==> src/rtl/addsub_pkg.sv <==
package addsub_pkg;
  typedef enum logic {
    OP_ADD = 1'b0,
    OP_SUB = 1'b1
  } addsub_op_e;
endpackage

==> src/rtl/addsub_fa_cell.sv <==
// One full-adder cell: two XORs, two ANDs, one OR.
module addsub_fa_cell (
  input  logic x_i,
  input  logic y_i,
  input  logic ci_i,
  output logic s_o,
  output logic co_o
);
  logic prop;
  logic gen;
  logic pass;

  always_comb begin
    prop = x_i ^ y_i;
    gen  = x_i & y_i;
    pass = prop & ci_i;
    s_o  = prop ^ ci_i;
    co_o = pass | gen;
  end
endmodule

==> src/rtl/addsub_operand_cond.sv <==
// Conditionally complements the second operand, one XOR per bit.
module addsub_operand_cond #(
  parameter int W = 4
) (
  input  logic [W-1:0] b_i,
  input  logic         inv_i,
  output logic [W-1:0] b_o
);
  for (genvar k = 0; k < W; k++) begin : g_inv
    assign b_o[k] = b_i[k] ^ inv_i;
  end
endmodule

==> src/rtl/addsub_ripple_chain.sv <==
// Chain of full-adder cells; exposes every carry node.
module addsub_ripple_chain #(
  parameter int W = 4
) (
  input  logic [W-1:0] x_i,
  input  logic [W-1:0] y_i,
  input  logic         c0_i,
  output logic [W-1:0] s_o,
  output logic [W:0]   c_o
);
  assign c_o[0] = c0_i;

  for (genvar k = 0; k < W; k++) begin : g_cell
    addsub_fa_cell u_cell (
      .x_i  (x_i[k]),
      .y_i  (y_i[k]),
      .ci_i (c_o[k]),
      .s_o  (s_o[k]),
      .co_o (c_o[k+1])
    );
  end
endmodule

==> src/rtl/ripple_addsub.sv <==
module ripple_addsub
  import addsub_pkg::*;
#(
  parameter int W = 4
) (
  input  logic [W-1:0] opa_i,
  input  logic [W-1:0] opb_i,
  input  logic         sub_i,
  output logic [W-1:0] sum_o,
  output logic         cout_o,
  output logic         ovf_o
);
  localparam int MSB = W - 1;

  addsub_op_e   op;
  logic         inj;
  logic [W-1:0] b_eff;
  logic [W:0]   carry;

  assign op  = addsub_op_e'(sub_i);
  assign inj = (op == OP_SUB);

  addsub_operand_cond #(.W(W)) u_cond (
    .b_i   (opb_i),
    .inv_i (inj),
    .b_o   (b_eff)
  );

  addsub_ripple_chain #(.W(W)) u_chain (
    .x_i  (opa_i),
    .y_i  (b_eff),
    .c0_i (inj),
    .s_o  (sum_o),
    .c_o  (carry)
  );

  assign cout_o = carry[W];
  assign ovf_o  = carry[W] ^ carry[MSB];
endmodule

==> config.mk <==
export PLATFORM = sky130hd
export DESIGN_NAME = ripple_addsub
export DESIGN_NICKNAME = d
export VERILOG_FILES = /design/src/rtl/addsub_pkg.sv /design/src/rtl/addsub_fa_cell.sv /design/src/rtl/addsub_operand_cond.sv /design/src/rtl/addsub_ripple_chain.sv /design/src/rtl/ripple_addsub.sv
export SDC_FILE = /design/constraint.sdc
export NUM_CORES = 1
export LEC_CHECK = 0
export BUFFER_PORTS_ARGS = -buffer_cell sky130_fd_sc_hd__buf_2
export CAP_MARGIN = 20
export CORE_AREA = 4 4 41 43
export DETAILED_ROUTE_END_ITERATION = 10
export DIE_AREA = 0 0 45 47
export SLEW_MARGIN = 20
export SYNTH_ARGS = -nofsm -noshare
export SYNTH_HDL_FRONTEND = slang
export SYNTH_SLANG_ARGS = --single-unit
export TNS_END_PERCENT = 100
==> constraint.sdc <==
create_clock -name vclk -period 2.8
set_input_delay 0.56 -clock vclk [all_inputs]
set_output_delay 0.56 -clock vclk [all_outputs]
set_load 0.01 [all_outputs]
==> impl_results.md <==
* Slew HR at 0.847
* Total GRT Usage at 0.0324
* Post-Synthesis Cells at 18
* PnR worst setup slack at between 0.07 and 0.08 ns
* Hold-fix buffers, CTS at 0
* Row cnt at 13
* Initial Util at 0.125
* Endpoints failing hold at 0
* Comb pwr share at 1.000
* Syn Nets at 30
* Inst Count DP at 46
* Required time of the critical path at 2.24 ns
* # diodes at 0
* Die area at 0.00212 mm²
* Final Non-Filler Cells at 46
* TNS Setup at 0 ns
* RSZ-0062 raised after global routing: no
* Maxcap violations at 0
* Avg Synthesized Cell Area at 9.04 µm²
* Startpoint types: input pin
* Vias at 144
* Sequential-to-total area share from yosys stat at 0
* Net Switching at between 30 and 40 µW
* CP max stage delay at approximately 0.4 ns
* CP Max Fanout at 3
* Io pins at 15
* Clk_buf instances at 0
* Worst slew pin tran at 0.228 ns
* Final setup fails at 0
* First-pass GRT wire length at 524 µm
* Pleak at 0.142 nW
* Area after DPL at approximately 240 µm²
* Postcts setup bufs at 0
* Crit path time final at 2.72 ns
* 1st-pass router iterations at 1
* Filler cells at 159
* Chip Height at 47 µm
* Internal power at 35.4 µW
* Power consumption at 70.6 µW
* Antenna-violating nets left at 0
* Vias in the first global route at 138
* Ys Warns at 0
* Worst hold path class: in2out
* Nets@finish at 45
* Max Freq at between 300 and 400 MHz
* Kind of critical path: in2out
* Critical path data arrival time at 2.16 ns
* Initial antenna violation count at 0
* Gpl congestion at 0.549
* DRC at 0
* Area of the core at roughly 0.0013 mm²
* Post-route design area at 254 µm²
* Critical Path, Cell by Cell: buf_2 -> xnor2_2 -> fa_2 -> fa_2 -> inv_1 -> fa_1 -> buf_2
* Post-place setup slack at -0.0406 ns
* Final Cycle Share at 0.972
* Final Max Slew Viols at 0
* Mapped Area at 163 µm²
* Seq pwr share at 0
* FFs & Latches at 0
* Vias/cell at around 3.1
* Crit-path slowest cell: fa_1
* CP delay by family, top: adder cells
* VDD IR-drop max at approximately 0.000080 V
* Pin count of the biggest net entering global routing at 4
* Layout area overhead at 56.2%
* Clock power share at 0
* WL per Instance at 7.28 µm
* Storage cell area at 0 µm²
* Sw frac at 0.498
* Outcome: complete, no violations
* GRT Residual Overflow at 0
* Worst path buffer plus inverter count at 3
* Post-synth cell types at 6
* Starting DRT DRC Count at 0
* Layout cells sized above 1 at 0.645
* Crit end category: primary output
* WL final at approximately 340 µm
* Die Width at about 45 µm
* Input/output buffers at 15
* Pwr/cell area at 278 mW/mm²
* Area of the multi-input gates at 126 µm²
stage by stage:
| step | utilization | hold slack (ns) |
|---|---|---|
| CTS | 0.188 | 1.40 |
| detailed placement | 0.186 | 1.40 |
| finish | 0.195 | 1.40 |
| global placement | 0.186 | 1.40 |
| floorplan | - | 1.29 |
| global route | 0.195 | 1.42 |
kinds of logic after synthesis:
| group | synth area share |
|---|---|
| adder cells (fa/ha/maj) | 0.369 |
| buffers and inverters | 0.300 |
| XOR/XNOR | 0.269 |
| multiplexers | 0.0615 |
synth_stat cells:
master,n,share of area
mux2i_1,1,0.062
xor2_1,2,0.11
fa_1,3,0.37
xnor2_1,3,0.16
inv_1,5,0.12
buf_4,4,0.18
layout make-up:
class	instances	share of cell area
inverters	5	0.0739
multi-input cells	9	0.498
well taps	15	0.0739
repair buffers	17	0.355
tightest hold or removal path, cell delays in order:
cell and delay, ns:
buf_2 0.09, xor2_1 0.05, buf_2 0.13
timing repair:
| item | 4_1_cts | 5_1_grt |
|---|---|---|
| gates resized for setup | 1 | 2 |
| setup endpoints to repair | 1 | 1 |
| cloned | 0 | 0 |
per-layer routing:
| layer | up-vias | wire length (µm) | share of wire | global-route usage |
|---|---|---|---|---|
| met2 | 13 | 123 | 0.37 | 0.0621 |
| met5 | - | 0 | 0 | 0 |
| met1 | 59 | 164 | 0.49 | 0.0432 |
| li1 | 72 | - | - | - |
| met4 | 0 | 0 | 0 | 0 |
| met3 | 0 | 47 | 0.14 | 0 |
path summary, 6_finish.rpt:
| check | startpoint | to | cells past startpoint |
|---|---|---|---|
| setup / recovery | sub_i | sum_o[3] | 7 |
| hold / removal | opa_i[0] | sum_o[0] | 3 |
power groups by stage:
stage          clock (mW)  combinational (mW)  sequential [mW]
2_1_floorplan           0              0.0542                0
3_3_place_gp            0              0.0692                0
3_5_place_dp            0              0.0698                0
4_1_cts                 0              0.0706                0
5_1_grt                 0              0.0806                0
6_report                0              0.0706                0
layout by cell type, fill, tap and decap left out, drive strengths merged:
master and count:
buf 17, fa 3, inv 5, mux2i 1
xnor2 3, xor2 2
Power figures use the tool's default switching activity.
